## src/rtl/rtc_irq_pkg.sv

```systemverilog
package rtc_irq_pkg;
  localparam int DATA_W   = 8;
  localparam int NSRC     = 3;  // update, alarm, periodic
  localparam int FLAG_LSB = 4;  // shared by enables and flags
  localparam int SUM_BIT  = 7;
  localparam logic ADDR_CTRL = 1'b0;
  localparam logic ADDR_STAT = 1'b1;
endpackage

```

## src/rtl/rtc_ctrl_reg.sv

```systemverilog
module rtc_ctrl_reg #(
  parameter int DATA_W = 8
) (
  input  logic              clk_i,
  input  logic              rst_ni,
  input  logic              we_i,
  input  logic [DATA_W-1:0] wdata_i,
  output logic [DATA_W-1:0] ctrl_o,
  output logic [DATA_W-1:0] ctrl_nxt_o
);
  assign ctrl_nxt_o = we_i ? wdata_i : ctrl_o;

  always_ff @(posedge clk_i or negedge rst_ni) begin
    if (!rst_ni) ctrl_o <= '0;
    else         ctrl_o <= ctrl_nxt_o;
  end
endmodule

```

## src/rtl/rtc_flag_bank.sv

```systemverilog
module rtc_flag_bank #(
  parameter int NSRC = 3
) (
  input  logic            clk_i,
  input  logic            rst_ni,
  input  logic            clr_i,
  input  logic [NSRC-1:0] evt_i,
  output logic [NSRC-1:0] flags_o,
  output logic [NSRC-1:0] flags_nxt_o
);
  for (genvar g = 0; g < NSRC; g++) begin : g_flag
    // event beats the read-clear so no strobe is lost
    assign flags_nxt_o[g] = evt_i[g] | (flags_o[g] & ~clr_i);

    always_ff @(posedge clk_i or negedge rst_ni) begin
      if (!rst_ni) flags_o[g] <= 1'b0;
      else         flags_o[g] <= flags_nxt_o[g];
    end
  end
endmodule

```

## src/rtl/rtc_irq_summary.sv

```systemverilog
module rtc_irq_summary #(
  parameter int NSRC = 3
) (
  input  logic            clk_i,
  input  logic            rst_ni,
  input  logic            clr_i,
  input  logic [NSRC-1:0] flags_nxt_i,
  input  logic [NSRC-1:0] en_nxt_i,
  output logic            sum_o
);
  logic hit;
  assign hit = |(flags_nxt_i & en_nxt_i);

  always_ff @(posedge clk_i or negedge rst_ni) begin
    if (!rst_ni) sum_o <= 1'b0;
    else         sum_o <= (sum_o & ~clr_i) | hit;
  end
endmodule

```

## src/rtl/rtc_irq_ctrl.sv

```systemverilog
module rtc_irq_ctrl
  import rtc_irq_pkg::*;
(
  input  logic              clk_i,
  input  logic              rst_ni,
  input  logic              addr_i,
  input  logic              wr_i,
  input  logic              rd_i,
  input  logic [DATA_W-1:0] wdata_i,
  output logic [DATA_W-1:0] rdata_o,
  input  logic [NSRC-1:0]   evt_i,
  output logic              irq_o
);
  logic [DATA_W-1:0] ctrl_q, ctrl_nxt;
  logic [NSRC-1:0]   flags_q, flags_nxt, en_q, en_nxt;
  logic              sum_q, clr, ctrl_we;

  assign ctrl_we = wr_i & (addr_i == ADDR_CTRL);
  assign clr     = rd_i & (addr_i == ADDR_STAT);
  assign en_q    = ctrl_q[FLAG_LSB +: NSRC];
  assign en_nxt  = ctrl_nxt[FLAG_LSB +: NSRC];

  rtc_ctrl_reg #(.DATA_W(DATA_W)) u_ctrl (
    .clk_i, .rst_ni, .we_i(ctrl_we), .wdata_i,
    .ctrl_o(ctrl_q), .ctrl_nxt_o(ctrl_nxt)
  );

  rtc_flag_bank #(.NSRC(NSRC)) u_flags (
    .clk_i, .rst_ni, .clr_i(clr), .evt_i,
    .flags_o(flags_q), .flags_nxt_o(flags_nxt)
  );

  rtc_irq_summary #(.NSRC(NSRC)) u_sum (
    .clk_i, .rst_ni, .clr_i(clr), .flags_nxt_i(flags_nxt),
    .en_nxt_i(en_nxt), .sum_o(sum_q)
  );

  always_comb begin
    rdata_o = '0;
    if (addr_i == ADDR_CTRL) begin
      rdata_o = ctrl_q;
    end else begin
      rdata_o[SUM_BIT]            = sum_q;
      rdata_o[FLAG_LSB +: NSRC]   = flags_q;
    end
  end

  assign irq_o = sum_q;
endmodule

```

## config.mk

```make
export PLATFORM = sky130hd
export DESIGN_NAME = rtc_irq_ctrl
export DESIGN_NICKNAME = d
export VERILOG_FILES = /design/src/rtl/rtc_irq_pkg.sv /design/src/rtl/rtc_ctrl_reg.sv /design/src/rtl/rtc_flag_bank.sv /design/src/rtl/rtc_irq_summary.sv /design/src/rtl/rtc_irq_ctrl.sv
export SDC_FILE = /design/constraint.sdc
export NUM_CORES = 1
export LEC_CHECK = 0
export BUFFER_PORTS_ARGS = -buffer_cell sky130_fd_sc_hd__buf_2
export CORE_AREA = 2 2 39 41
export CTS_BUF_LIST = sky130_fd_sc_hd__clkbuf_4 sky130_fd_sc_hd__clkbuf_8
export DETAILED_ROUTE_END_ITERATION = 7
export DIE_AREA = 0 0 41 43
export PLACE_DENSITY = 0.73
export SETUP_SLACK_MARGIN = 0.3
export SYNTH_ARGS = -nofsm -noshare
export SYNTH_HDL_FRONTEND = slang
export SYNTH_SLANG_ARGS = --single-unit
```

## constraint.sdc

```tcl
create_clock -name clk_i -period 1.5 [get_ports clk_i]
set_clock_uncertainty 0.15 [all_clocks]
set_input_delay 0.3 -clock clk_i [delete_from_list [all_inputs] [get_ports clk_i]]
set_output_delay 0.3 -clock clk_i [all_outputs]
set_load 0.1 [all_outputs]
```

==> results by group <==
Floorplanning
  • Core Area: 1380 um^2
  • DIE WIDTH: 41 um
  • Initial Utilization: 41.0%
  • Die H: 43 um
  • Die area: 1760 um^2
  • Ports: 25
  • Standard-cell row count: 14

GRT
  • M3 GR Usage: 4.71%
  • Congestion Overflow GR: 0
  • Grt met2 use: 21.6%
  • Largest net degree at the start of global routing: 13
  • Total track usage: 15.6%
  • Most crowded layer after global routing: met2
  • Global-route wire length before repair: 1790 um
  • Vias in the first global route: 416
  • Initial antenna violation count: 0
  • Met1 Use GR: 20.2%

Drt
  • Antenna Nets Post-Route: 0
  • 1st-iter DRT viols: 0
  • Post-route DRC: 0
  • Routed via count: 428
  • DR vias/cell: 4.76
  • Routed WL per cell: 13.1 um
  • Routed WL: 1180 um
  • DRT Pass-1 Iters: 1

Logic synthesis
  • Mapped Nets: 54
  • Post-Syn Instances: 38
  • Syn_area_per_cell: 14.9 um^2
  • Register bit total from synthesis: 12
  • Seq/Total Area, Yosys: 52.9%
  • Warnings from Yosys: 0
  • Post-Syn Area: 568 um^2
  • Post-synthesis cell type count: 10

CTS
  • Num Clock Sinks: 12
  • Number of buffers created by CTS: 3
  • Clock buffer depth: 2
  • Clk slew on worst S/H paths: 70 ps
  • Clock latency on the worst-skew pair: 270 ps
  • CTS tree: yes
  • CTS H-tree depth: 1
  • Clk Tree Root Cell: clkbuf_4

Timing
  • RSZ-0062 raised after global routing: yes
  • Worst-Margin Slew: 256 ps
  • Final worst slack: -138 ps
  • Final Hold Fails: 0
  • Relative slew margins: 82.9%
  • Final Max Slew Viols: 0
  • Min Tclk post-route: 1640 ps
  • Hold_ws: 107 ps
  • Fin crit share: 109%
  • FMAX: 611 MHz
  • Final setup fails: 9

Final layout
  • Fillers: 97
  • Finished Layout Cells: 90
  • Nets: 91
  • Layout cells sized above 1: 77.0%
  • Antenna Diode Count: 0
  • P&R area growth vs syn: 74.4%
  • Final Core Density: 71.6%

Pwr
  • Cell Pwr Density: 1160 nW/um^2
  • Switching part of the total: 35.8%
  • Reg power frac: 33.9%
  • Lkg Pwr: 0.486 nW
  • Peak VDD IR: 0.700 mV
  • P_sw: 0.409 mW
  • Gate power share: 47.1%
  • Clock power share: 19.0%
  • Cell-internal power: 0.735 mW

Worst setup path
  • CP Buf/Inv Count: 1
  • Worst path slowest cell: dfrtp_4
  • CP Launch Type: flop
  • Critical path class: flop to output pin
  • FF-to-FF setup slack: 130 ps
  • CP max FO: 2
  • Crit-path leading delay family: flip-flops
  • Biggest cell delay along the critical path: 480 ps
  • CP Cell Sequence: mux2_4 -> buf_12
  • Worst Path Arrival: 1190 ps
  • WP data required: 1050 ps
  • Setup crit end kind: output pin

Placed design
  • Dpl cells: 79
  • I/O Buffers: 24
  • Setup WS pre-CTS: -90.9 ps
  • RePlAce Congestion: 0.772

Min path
  • Worst hold path class: input pin to flop

Outcome
  • Status: complete, but fails checks
  • Failing checks: setup timing

Run
  • Max-Cap Viols: 0
-- flip-flops by register name, indices dropped and copies added, names as in the netlist --
name,count
u_ctrl.ctrl_o,8
u_flags.flags_o,3
u_sum.sum_o,1
-- layout make-up --
class / instances / area [um^2] / share of cell area, %
tap: 16 / 20.0 / 2.02
sequential: 12 / 304 / 30.7
timing repair buffer: 34 / 348 / 35.1
multi-input combinational: 24 / 289 / 29.2
clock buffer: 4 / 30.0 / 3.03
-- what timing repair did --
action / CTS / global route
endpoints found under the setup margin: 10 / 15
gates cloned: 0 / 0
endpoints found under the hold margin: 12 / 0
gates resized for setup: 17 / 4
hold buffers: 1 / 0
setup buffers: 3 / 3
pin swaps: 0 / 1
-- cell usage in the layout, fill, tap and decap left out, drive strengths merged --
cell,synthesis,layout
dfrtp,12,12
nand2,2,2
dlygate4sd3,0,1
mux2,12,12
nor2b,1,1
clkbuf,0,4
a22oi,2,2
buf,2,33
and2b,4,4
a21o,3,3
-- metrics by stage --
step                      setup TNS [ps]  power, mW  cell area [um^2]
after floorplan                        0      0.727               619
after global placement              -280      0.832               826
after detailed placement            -444      0.838               826
after CTS                           -372       1.14               953
after global routing                -692       1.20               991
final                               -392       1.14               991
-- power groups by stage --
stage / clock network, mW / registers (mW) / logic, mW
6_report: 0.217 / 0.388 / 0.539
3_3_place_gp: 0 / 0.393 / 0.440
4_1_cts: 0.227 / 0.386 / 0.522
5_1_grt: 0.246 / 0.393 / 0.560
2_1_floorplan: 0 / 0.402 / 0.325
3_5_place_dp: 0 / 0.394 / 0.444
-- cell usage after synthesis --
cell type  number  area [um^2]
dfrtp_1        12          300
a22oi_2         1         12.5
a22oi_1         1         7.51
a21o_1          3         22.5
and2b_2         4         35.0
mux2_2          9          101
nand2_1         2         7.51
buf_6           2         22.5
mux2_4          3         45.0
nor2b_4         1         13.8
-- kinds of logic after synthesis --
logic type	count (synthesis)	synth area share, %
DFF	12	52.9
muxes	12	25.8
AOI/OAI and AO/OA	5	7.49
buffers and inverters	2	3.96
and+or+nand+nor	7	9.91
-- routing by layer --
| metal | routed length (um) | vias up |
|---|---|---|
| met2 | 607 | 15 |
| met5 | 0 | - |
| met3 | 77 | 2 |
| met1 | 481 | 205 |
| li1 | - | 206 |
| met4 | 9 | 0 |
-- worst register-to-register path: stages, from the launching register on --
cell and delay, ps:
dfrtp_1 400, buf_6 120, buf_6 100, mux2_4 270, a22oi_2 170, nand2_1 60
-- path summary, 6_finish.rpt --
path                                  startpoint                  to  cells after the start
worst max-delay path                 u_sum.sum_o          rdata_o[7]                      2
worst min-delay path                    evt_i[0]  u_flags.flags_o[0]                      2
worst max register to register  u_ctrl.ctrl_o[5]         u_sum.sum_o                      5
worst min register to register  u_ctrl.ctrl_o[7]    u_ctrl.ctrl_o[7]                      1
max in group asynchronous                 rst_ni         u_sum.sum_o                      2
min in group asynchronous                 rst_ni    u_ctrl.ctrl_o[7]                      2
(Power assumes the default switching activity.)
